File: config.mk
export PLATFORM = sky130hd
export DESIGN_NAME = spi_clkdiv
export DESIGN_NICKNAME = d
export VERILOG_FILES = /design/src/rtl/spi_clkdiv_pkg.sv /design/src/rtl/spi_clkdiv_ctrl.sv /design/src/rtl/spi_clkdiv_datapath.sv /design/src/rtl/spi_clkdiv.sv
export SDC_FILE = /design/constraint.sdc
export NUM_CORES = 1
export LEC_CHECK = 0
export BUFFER_PORTS_ARGS = -buffer_cell sky130_fd_sc_hd__buf_2
export CAP_MARGIN = 15
export CORE_UTILIZATION = 50
export DETAILED_ROUTE_END_ITERATION = 12
export GPL_ROUTABILITY_DRIVEN = 1
export MAX_ROUTING_LAYER = met4
export PLACE_DENSITY = 0.68
export SLEW_MARGIN = 30
export SYNTH_ARGS = -nofsm -noshare
export SYNTH_HDL_FRONTEND = slang
export SYNTH_HIERARCHICAL = 1
export SYNTH_SLANG_ARGS = --single-unit
File: constraint.sdc
create_clock -name clk -period 4.3 [get_ports clk]
set_clock_uncertainty 0.1 [all_clocks]
set_input_delay 0.43 -clock clk [delete_from_list [all_inputs] [get_ports clk]]
set_output_delay 0.43 -clock clk [all_outputs]
set_load 0.005 [all_outputs]
File: src/rtl/spi_clkdiv_pkg.sv
package spi_clkdiv_pkg;

  // Strobes from the ratio control to the counting datapath.
  typedef struct packed {
    logic hold;       // divider disabled: park counter and clock
    logic toggle;     // half period elapsed: flip sclk and reload
    logic periodEnd;  // this toggle returns sclk to idle
  } divStrobe_t;

endpackage

File: src/rtl/spi_clkdiv_ctrl.sv
module spi_clkdiv_ctrl
  import spi_clkdiv_pkg::*;
#(
  parameter int EXP_W   = 3,
  parameter int ENH_W   = 8,
  parameter int HAS_ENH = 1,
  parameter int CNT_W   = 9
) (
  input  logic             clk,
  input  logic             rstN,
  input  logic             enable,
  input  logic             pathSel,
  input  logic [EXP_W-1:0] pow2Exp,
  input  logic [ENH_W-1:0] enhDiv,
  input  logic             cntZero,
  input  logic             phase,
  output divStrobe_t       strobe,
  output logic [CNT_W-1:0] loadVal
);

  logic [CNT_W-1:0] reqHalf;
  logic [CNT_W-1:0] activeHalf;
  logic             boundary;

  // Half-period length asked for by the current configuration.
  generate
    if (HAS_ENH != 0) begin : g_dualPath
      always_comb begin
        if (pathSel) reqHalf = CNT_W'(enhDiv) + CNT_W'(1);
        else         reqHalf = CNT_W'(2) << pow2Exp;
      end
    end else begin : g_pow2Only
      always_comb reqHalf = CNT_W'(2) << pow2Exp;
    end
  endgenerate

  always_comb begin
    strobe.hold      = !enable;
    strobe.toggle    = enable && cntZero;
    strobe.periodEnd = enable && cntZero && phase;
    boundary         = strobe.hold || strobe.periodEnd;
    loadVal          = (boundary ? reqHalf : activeHalf) - CNT_W'(1);
  end

  // The ratio in use is only replaced at a period boundary.
  always_ff @(posedge clk) begin
    if (!rstN)         activeHalf <= CNT_W'(2);
    else if (boundary) activeHalf <= reqHalf;
  end

  assert_phase_flips_R3: assert property (@(posedge clk) disable iff (!rstN)
    strobe.toggle |=> phase != $past(phase));

  assert_ratio_held_R7: assert property (@(posedge clk) disable iff (!rstN)
    (enable && !(cntZero && phase)) |=> $stable(activeHalf));

  assert_half_nonzero_R2: assert property (@(posedge clk) disable iff (!rstN)
    activeHalf != '0);

endmodule

File: src/rtl/spi_clkdiv_datapath.sv
module spi_clkdiv_datapath
  import spi_clkdiv_pkg::*;
#(
  parameter int CNT_W = 9
) (
  input  logic             clk,
  input  logic             rstN,
  input  logic             idlePol,
  input  divStrobe_t       strobe,
  input  logic [CNT_W-1:0] loadVal,
  output logic             cntZero,
  output logic             phase,
  output logic             sclk,
  output logic             bitTick
);

  logic [CNT_W-1:0] cnt;
  logic             phaseQ;
  logic             sclkQ;
  logic             tickQ;

  always_ff @(posedge clk) begin
    if (!rstN) begin
      cnt    <= CNT_W'(1);
      phaseQ <= 1'b0;
      sclkQ  <= 1'b0;
      tickQ  <= 1'b0;
    end else if (strobe.hold) begin
      cnt    <= loadVal;
      phaseQ <= 1'b0;
      sclkQ  <= idlePol;
      tickQ  <= 1'b0;
    end else if (strobe.toggle) begin
      cnt    <= loadVal;
      phaseQ <= !phaseQ;
      sclkQ  <= !sclkQ;
      tickQ  <= strobe.periodEnd;
    end else begin
      cnt    <= cnt - CNT_W'(1);
      tickQ  <= 1'b0;
    end
  end

  assign cntZero = (cnt == '0);
  assign phase   = phaseQ;
  assign sclk    = sclkQ;
  assign bitTick = tickQ;

  assert_idle_park_R4: assert property (@(posedge clk) disable iff (!rstN)
    strobe.hold |=> (sclkQ == $past(idlePol)) && !tickQ);

  assert_tick_at_idle_R6: assert property (@(posedge clk) disable iff (!rstN)
    tickQ |-> !phaseQ);

  assert_sclk_steady_R3: assert property (@(posedge clk) disable iff (!rstN)
    (!strobe.hold && !strobe.toggle) |=> $stable(sclkQ));

endmodule

File: src/rtl/spi_clkdiv.sv
module spi_clkdiv
  import spi_clkdiv_pkg::*;
#(
  parameter int EXP_W   = 3,
  parameter int ENH_W   = 8,
  parameter int HAS_ENH = 1
) (
  input  logic             clk,
  input  logic             rstN,
  input  logic             enable,
  input  logic             idlePol,
  input  logic             pathSel,
  input  logic [EXP_W-1:0] pow2Exp,
  input  logic [ENH_W-1:0] enhDiv,
  output logic             sclk,
  output logic             bitTick
);

  // Largest half period: 2^(2^EXP_W) on the binary path, 2^ENH_W on the linear one.
  localparam int POW2_BITS = (1 << EXP_W) + 1;
  localparam int ENH_BITS  = ENH_W + 1;
  localparam int CNT_W     = (POW2_BITS > ENH_BITS) ? POW2_BITS : ENH_BITS;

  divStrobe_t       strobe;
  logic [CNT_W-1:0] loadVal;
  logic             cntZero;
  logic             phase;

  spi_clkdiv_ctrl #(
    .EXP_W(EXP_W), .ENH_W(ENH_W), .HAS_ENH(HAS_ENH), .CNT_W(CNT_W)
  ) u_ctrl (
    .clk(clk), .rstN(rstN), .enable(enable), .pathSel(pathSel),
    .pow2Exp(pow2Exp), .enhDiv(enhDiv), .cntZero(cntZero), .phase(phase),
    .strobe(strobe), .loadVal(loadVal)
  );

  spi_clkdiv_datapath #(.CNT_W(CNT_W)) u_datapath (
    .clk(clk), .rstN(rstN), .idlePol(idlePol), .strobe(strobe),
    .loadVal(loadVal), .cntZero(cntZero), .phase(phase),
    .sclk(sclk), .bitTick(bitTick)
  );

  assert_tick_with_idle_R6: assert property (@(posedge clk) disable iff (!rstN)
    bitTick |-> (sclk == idlePol));

endmodule

# After elaboration in Yosys (flattened, before gate mapping)
# Index checks and enable logic that the tools add are counted.
[totals]
reg_bits = 21
out_inout_bits = 2
in_bits = 16
elab_cells = 25
[classes]
mux = 6
n_shift = 1
add_sub_neg = 3
n_eq_ne = 1
n_reduce_logical = 9
[ops]
columns = ["cell", "count"]
rows = [
  ["$mux W9", 4],
  ["$sub A9 B1 Y9 const B", 2],
  ["$add A8 B1 Y9 const B", 1],
  ["$logic_not A9 Y1", 1],
  ["$shl A2 B3 Y9 const A", 1],
  ["$logic_not A1 Y1", 3],
  ["$reduce_and A3 Y1", 1],
  ["$logic_and A1 B1 Y1", 2],
  ["$mux W1", 2],
  ["$ne A2 B1 Y1 const B", 1],
  ["$reduce_and A2 Y1", 1],
  ["$logic_or A1 B1 Y1", 1],
]

# Depth between registers and ports, before layout
# Gate-level depths: netlist of run 1.
[logic_depth]
word_depth = 8
mapped_depth = 14
depth_no_buf = 14

# Hierarchy
# The synthesis of run 1 kept the hierarchy.
[modules_own_cells]
columns = ["mod", "area_each_um2", "seq_area_each_um2", "cells_per_inst", "n_inst"]
rows = [
  ["spi_clkdiv_ctrl", 807.0, 180.2, 95, 1],
  ["spi_clkdiv_datapath", 543.0, 240.2, 58, 1],
]

# Least setup slack after synthesis of run 1
# No wires, ideal clock.
[synth_timing]
path_type = "reg-to-reg"
start = "register u_datapath.cnt[0]"
end = "register u_datapath.cnt[8]"
stages_incl_launch_ff = 15
required_time_ns = 4.067
n_path_buf = 1
slack_ns = 1.213
setup_ns = 0.133
arrival_time_ns = 2.854
synth_period_minus_slack_ns = 3.087
path_cell_list = "dfxtp_1 inv_1 ha_1 or3b_4 or4_4 inv_1 a21bo_1 buf_6 o21ai_0 o32a_4 nor3_4 nand4_2 xor2_1 o21ai_0 a31oi_1"
[synth_between]
elab_chain_cells = 8
word_cells_on_any_way = 9
cone_classes = "add/sub (2); mux (3); reduce/logical (4)"
[synth_lines]
columns = ["element", "line_no", "text"]
rows = [
  ["start: declaration", "spi_clkdiv_datapath.sv:17", "logic [CNT_W-1:0] cnt;"],
  ["start signal: assignment", "spi_clkdiv_datapath.sv:29", "cnt <= loadVal;"],
  ["start signal: assignment", "spi_clkdiv_datapath.sv:34", "cnt <= loadVal;"],
  ["start signal: assignment", "spi_clkdiv_datapath.sv:39", "cnt <= cnt - CNT_W'(1);"],
  ["$logic_not A9 Y1 (*)", "spi_clkdiv_datapath.sv:44", "assign cntZero = (cnt == '0);"],
  ["via cntZero", "spi_clkdiv.sv:26", "logic cntZero;"],
  ["$logic_and A1 B1 Y1 (*) (2 in series)", "spi_clkdiv_ctrl.sv:40", "strobe.periodEnd = enable && cntZero && phase;"],
  ["$logic_or A1 B1 Y1 (*)", "spi_clkdiv_ctrl.sv:41", "boundary = strobe.hold || strobe.periodEnd;"],
  ["$mux W9 (*)", "spi_clkdiv_ctrl.sv:42", "loadVal = (boundary ? reqHalf : activeHalf) - CNT_W'(1);"],
  ["$sub A9 B1 Y9 (*)", "spi_clkdiv_ctrl.sv:42", ""],
  ["via loadVal[8]", "spi_clkdiv.sv:25", "logic [CNT_W-1:0] loadVal;"],
  ["$mux W9", "spi_clkdiv_datapath.sv:33", "end else if (strobe.toggle) begin"],
  ["$mux W9 (*)", "spi_clkdiv_datapath.sv:28", "end else if (strobe.hold) begin"],
]
# The timed path passes the listed nets; every way through them passes the cells marked *.
# A chain may end at the register's enable or synchronous reset.

# Final worst setup path of run 1
[layout_timing]
start = "register u_datapath.cnt[0]"
end = "register u_datapath.cnt[7]"
# Same word-level chain as after synthesis.

==> results.json, run 1 <==
{
  "status": "complete, no violations",
  "async_reset_ff_frac": 0,
  "grt_max_degree": 19,
  "p_leak_nw": 0.622,
  "cap_violations": 0,
  "comb_power_share": 0.258,
  "synthTopCellsByCount": "dfxtp_1, nand2_1, nor2_1, o21ai_0, inv_1",
  "cts.sinks": 21,
  "yosysUniqueCellTypes": 50,
  "power_frac_seq": 0.518,
  "clock_latency_ns": 0.31,
  "portBuffers": 17,
  "arrival_ns": 3.58,
  "synth_xor_area_frac": 0.0843,
  "ir_drop_uv": 223,
  "cts_inserted_buffers": 3,
  "cpPeakStageDelay_ns": 0.50,
  "synthCells": 153,
  "setup_tns_ns": 0,
  "routed_wl_um": 2960,
  "area_growth_pct": 9.17,
  "worst_slew_pin_slew_ns": 0.913,
  "synth_fa_ha_area_frac": 0.0278,
  "vias": 1208,
  "synth_area_per_cell_um2": 8.82,
  "synth-compound-area-share": 0.250,
  "n_antenna_cell": 0,
  "netlist_area_um2": 1350,
  "ys_ff_latch": 21,
  "wl_per_cell_um": 14.8,
  "hold_viol": 0,
  "whs_ns": 0.324,
  "grt_pass1_wl_um": 4690,
  "rsz0062_at_grt": "no",
  "coreArea_um2": 2520,
  "antenna_found_initial": 0,
  "dr.pass1.iters": 4,
  "cp-end-kind": "flop",
  "rows": 18,
  "drc": 0,
  "powerDensity_nw_per_um2": 288,
  "gp_congestion": 0.857,
  "first_global_vias": 1096,
  "synth_top_family_by_area": "simple AND/OR/NAND/NOR gates",
  "synth-simple-area-share": 0.276,
  "ctsLongestPathBuffers": 2,
  "synth_top_flop_cell": "dfxtp_1",
  "switching_share": 0.314,
  "clock_power_share": 0.224,
  "ant_nets": 0,
  "initial_core_util": 0.535,
  "crit_required_ns": 4.35,
  "fin_crit_sh": 0.819,
  "clk_pin_slew_ns": 0.12,
  "cts_hold_buf": 0,
  "dieArea_um2": 2910,
  "synth_edf_count": 0,
  "layout.nets": 190,
  "via_per_inst": 6.04,
  "seq_area_frac_synth": 0.311,
  "synth_top_area_cell": "dfxtp_1",
  "cts_resized": 0,
  "hpwl_um": 2230,
  "htreeDepth": 1,
  "drive_above_1_share": 0.212,
  "synth_warnings": 6,
  "root_buffer": "clkbuf_4",
  "drtIter0Drc": 30,
  "critPathLaunchType": "flop",
  "hold_class": "in2reg",
  "die_h_um": 54.0,
  "grtUsageTotal": 0.233,
  "slew_viol_final": 0,
  "synthesis.nets": 172,
  "timing.fmax_mhz": 284,
  "cts_tree": "yes",
  "io_pins": 18,
  "setup_violations": 0,
  "crit_chain": "inv_1 -> ha_1 -> or3b_4 -> or4_4 -> inv_1 -> a21bo_1 -> o21ai_0 -> o32a_4 -> nor3_4 -> nand3_1 -> xor2_1 -> o21ai_0 -> a31oi_1",
  "cp_max_fo": 10,
  "crit_slowest_cell": "or4_4",
  "critPathKind": "reg2reg",
  "power.net_switching_w": 0.000133,
  "synth.area.mux_share": 0.00834,
  "period_needed_ns": 3.52,
  "yosys.cell_count.top_type": "dfxtp_1",
  "yosys-top-cells-area": "dfxtp_1, xor2_1, o21ai_0, xnor2_1, a31oi_1",
  "p_int_w": 0.000291,
  "post_cts_buffers": 0,
  "grt.overflow.total": 0,
  "fp.dieW_um": 54.0,
  "synth_top_area_frac": 0.311,
  "maxSlewHeadroom": 0.389
}
==> through the flow <==
stage	utilization	cell area [um2]	setup WS (ns)	total power, W	std cells
after floorplan	-	1350	1.21	0.000302	153
after global placement	0.573	1450	0.965	0.000328	196
after detailed placement	0.573	1450	0.832	0.000332	196
after CTS	0.584	1470	0.786	0.000428	200
after global routing	0.584	1470	0.595	0.000451	200
final	0.584	1470	0.778	0.000425	200
==> cells by family after synthesis <==
family	after synthesis
flip-flops	21
AO/OA/AOI/OAI	44
adder cells (fa/ha/maj)	3
multiplexers	1
XOR/XNOR	13
buffers and inverters	12
AND/OR/NAND/NOR	59
==> flip-flops by register name (all words and copies together), names as in the netlist <==
register	flops
u_ctrl/activeHalf	9
u_datapath/bitTick	1
u_datapath/cnt	9
u_datapath/phase	1
u_datapath/sclk	1
==> metal layers <==
layer,up-vias,part of all wire,track usage
met3,5,0.040,0.0508
met2,28,0.47,0.374
met1,579,0.48,0.291
met5,-,0,-
li1,596,-,-
met4,0,0.0088,0.0614
==> final cells by class <==
cell class	count	area, um2
Tap cell	30	37.5
Clock buffer	3	22.5
Sequential cell	21	420
Fill cell	249	1050
Clock inverter	1	5.00
Inverter	8	30.0
Timing Repair Buffer	17	85.1
Multi-Input combinational cell	120	873
==> worst paths after layout <==
kind / start / endpoint / slack, ns / cells past startpoint
setup / recovery: u_datapath/cnt[0]$_SDFF_PN1_ / u_datapath/cnt[7]$_SDFF_PN0_ / 0.78 / 13
hold / removal: idlePol / u_datapath/sclk$_SDFFE_PN0P_ / 0.32 / 4
setup reg to reg: u_datapath/cnt[0]$_SDFF_PN1_ / u_datapath/cnt[7]$_SDFF_PN0_ / 0.78 / 13
hold reg to reg: u_datapath/cnt[6]$_SDFF_PN0_ / u_datapath/cnt[6]$_SDFF_PN0_ / 0.41 / 2
==> power by group through the flow <==
stage / logic, W / registers [W] / clock network, W
finish: 0.000109 / 0.000220 / 0.0000953
global route: 0.000121 / 0.000222 / 0.000108
CTS: 0.000109 / 0.000220 / 0.0000997
detailed placement: 0.000108 / 0.000224 / 0
global placement: 0.000105 / 0.000223 / 0
floorplan: 0.0000808 / 0.000221 / 0
==> worst max-delay path, delay by kind of cell, from the launching register on <==
family | cells | cell delay, ns
AO/OA/AOI/OAI | 5 | 1.09
XOR/XNOR | 1 | 0.16
adder cells (fa/ha/maj) | 1 | 0.17
buffers and inverters | 2 | 0.19
flip-flops | 1 | 0.35
AND/OR/NAND/NOR | 4 | 1.31
==> cells in the final DEF, fill, tap and decap left out, types with 2 or more instances in the layout <==
cell / count
a21oi_1: 7
a31oi_1: 7
and2_1: 6
and3_1: 2
and4b_1: 2
buf_2: 17
clkbuf_4: 3
dfxtp_1: 21
ha_1: 3
inv_1: 8
nand2_1: 11
nand2b_1: 2
nand3_1: 5
nand4_1: 2
nor2_1: 11
nor3b_1: 2
o211a_1: 2
o21ai_0: 11
o31ai_1: 3
or3_1: 3
or4_4: 2
xnor2_1: 6
xor2_1: 7
(Power assumes the default switching activity.)
==> run 2: changes to the inputs <==
clock period = 3.4 ns   (was 4.3 ns; I/O delays follow)
==> run 2 against run 1 <==
  * Non-clock buffer count grew 2
  * Die area is the same
  * Register-to-register slack lost 0.57 ns
  * Sequential cell count is the same
==> results.json, run 2 (same netlist as run 1, synthesis figures left out) <==
{
  "status": "complete, no violations",
  "switching_share": 0.312,
  "routed.top_layer": "met4",
  "reg.largest.list": "u_ctrl/activeHalf: 9 flops, u_datapath/cnt: 9 flops",
  "comb_power_share": 0.266,
  "dieArea_um2": 2910,
  "arrival_ns": 3.26,
  "n_antenna_cell": 0,
  "worst_r2r_endpoint": "u_datapath/cnt[8]$_SDFF_PN0_",
  "gp_congestion": 0.871,
  "grt_max_degree": 19,
  "grtUsageTotal": 0.241,
  "min_path_cells": 2,
  "slew_viol_final": 0,
  "first_global_vias": 1115,
  "critPathKind": "reg2reg",
  "setup_violations": 0,
  "crit_chain": "inv_1 -> ha_1 -> or3b_4 -> or4_4 -> inv_2 -> a21boi_2 -> a221oi_2 -> o21bai_4 -> ha_2 -> and2b_1 -> nand4_2 -> xor2_1 -> o21ai_1 -> a31oi_1",
  "root_buffer": "clkbuf_4",
  "hpwl_um": 2150,
  "crit_slowest_cell": "or4_4",
  "dr.pass1.iters": 4,
  "coreArea_um2": 2520,
  "die_h_um": 54.0,
  "ir_drop_uv": 278,
  "hold_class": "in2reg",
  "drtIter0Drc": 20,
  "cap_violations": 0,
  "area_growth_pct": 12.2,
  "antenna_found_initial": 0,
  "cts_inserted_buffers": 3,
  "p_leak_nw": 0.632,
  "power.net_switching_w": 0.000171,
  "layout_common_cells": "dfxtp_1, buf_2, nor2_1, nand2_1, o21ai_0",
  "ctsLongestPathBuffers": 2,
  "initial_core_util": 0.535,
  "cts.sinks": 21,
  "wl_per_cell_um": 14.6,
  "powerDensity_nw_per_um2": 360,
  "period_needed_ns": 3.19,
  "crit_required_ns": 3.47,
  "clk_pin_slew_ns": 0.12,
  "wl_met2_um": 1350,
  "power_frac_seq": 0.509,
  "hp-start": "rstN",
  "via_per_inst": 5.89,
  "maxSlewHeadroom": 0.385,
  "register_area_um2": 420,
  "worst_slew_pin_slew_ns": 0.919,
  "drc": 0,
  "p_int_w": 0.000376,
  "cp-end-kind": "flop",
  "fin_crit_sh": 0.937,
  "drive_above_1_share": 0.250,
  "timing.fmax_mhz": 314,
  "layout_commonest_cell": "dfxtp_1",
  "grt_pass1_wl_um": 5010,
  "final_core_util": 0.601,
  "clock_power_share": 0.225,
  "worstHoldEndpoint": "u_ctrl/activeHalf[1]$_SDFF_PN1_",
  "grt.overflow.total": 0,
  "vias": 1189,
  "met3WireLength_um": 75,
  "routed_wl_um": 2950,
  "fp.dieW_um": 54.0,
  "timing.rr.start": "u_datapath/cnt[0]$_SDFF_PN1_",
  "io_pins": 18,
  "whs_ns": 0.242,
  "cpPeakStageDelay_ns": 0.51,
  "routedLengthMet1_um": 1510,
  "critPathLaunchType": "flop",
  "portBuffers": 17,
  "r2r_cells": 14,
  "rows": 18,
  "multiInputGateArea_um2": 901,
  "layout.nets": 192,
  "fill_cells": 249,
  "r2r_setup_slack_ns": 0.21,
  "hold_viol": 0,
  "htreeDepth": 1,
  "cp_max_fo": 8,
  "ant_nets": 0,
  "cts_tree": "yes",
  "clock_latency_ns": 0.31
}
-- run 2: changes by cell type in the layout (fill, tap and decap cells not counted), moves of 2 or more --
cell and delta:
buf_4 +2, o21ai_1 +2, a21oi_1 -2, a21oi_2 +2, o21ai_0 -2
-- run 2: stage by stage --
step	instance area, um2	setup TNS, ns	setup WS [ns]	cells	power [W]
finish	1520	0	0.213	202	0.000546
global route	1520	-0.0167	-0.0113	202	0.000578
CTS	1480	0	0.0798	201	0.000542
detailed placement	1450	0	0.0973	197	0.000420
global placement	1450	0	0.204	197	0.000416
floorplan	1350	0	0.313	153	0.000382
-- run 2: area by class of cell --
type                    count  area share
clock buffers               4      0.0173
inverters                   8      0.0198
multi-input cells         120       0.595
flip-flops and latches     21       0.277
well taps                  30      0.0248
repair buffers             19      0.0661
-- run 2: worst max-delay path by stage --
stage,start,end,cells past startpoint
after floorplan,u_datapath/cnt[0]$_SDFF_PN1_,u_datapath/cnt[8]$_SDFF_PN0_,14
after global placement,u_datapath/cnt[0]$_SDFF_PN1_,u_datapath/cnt[7]$_SDFF_PN0_,14
after detailed placement,u_datapath/cnt[0]$_SDFF_PN1_,u_datapath/cnt[8]$_SDFF_PN0_,14
after CTS,u_datapath/cnt[0]$_SDFF_PN1_,u_datapath/cnt[8]$_SDFF_PN0_,14
after global routing,u_datapath/cnt[0]$_SDFF_PN1_,u_datapath/cnt[8]$_SDFF_PN0_,14
final,u_datapath/cnt[0]$_SDFF_PN1_,u_datapath/cnt[8]$_SDFF_PN0_,14
-- run 2: power by group through the flow --
stage,clock (W),sequential (W),combinational [W]
floorplan,0,0.000280,0.000102
global placement,0,0.000282,0.000134
detailed placement,0,0.000282,0.000137
CTS,0.000127,0.000277,0.000138
global route,0.000137,0.000280,0.000161
finish,0.000123,0.000278,0.000145
-- run 2: critical path: cells and delay by family, from the launching register on --
kind	cells	cell delay, ns
AO/OA/AOI/OAI	5	0.67
XOR/XNOR	1	0.17
adder cells (fa/ha/maj)	2	0.36
buffers and inverters	2	0.17
flip-flops	1	0.35
AND/OR/NAND/NOR	4	1.22
-- run 2: what timing repair did --
action / 4_1_cts / 5_1_grt
gates resized for setup: 0 / 9
setup endpoints to repair: 0 / 6
buffers inserted: 0 / 1
hold buffers: 0 / 0
-- run 2: metal layers --
layer,GRT usage,up-vias
li1,-,604
met1,0.318,568
met2,0.385,15
met3,0.0508,2
met4,0.0307,0
met5,-,-
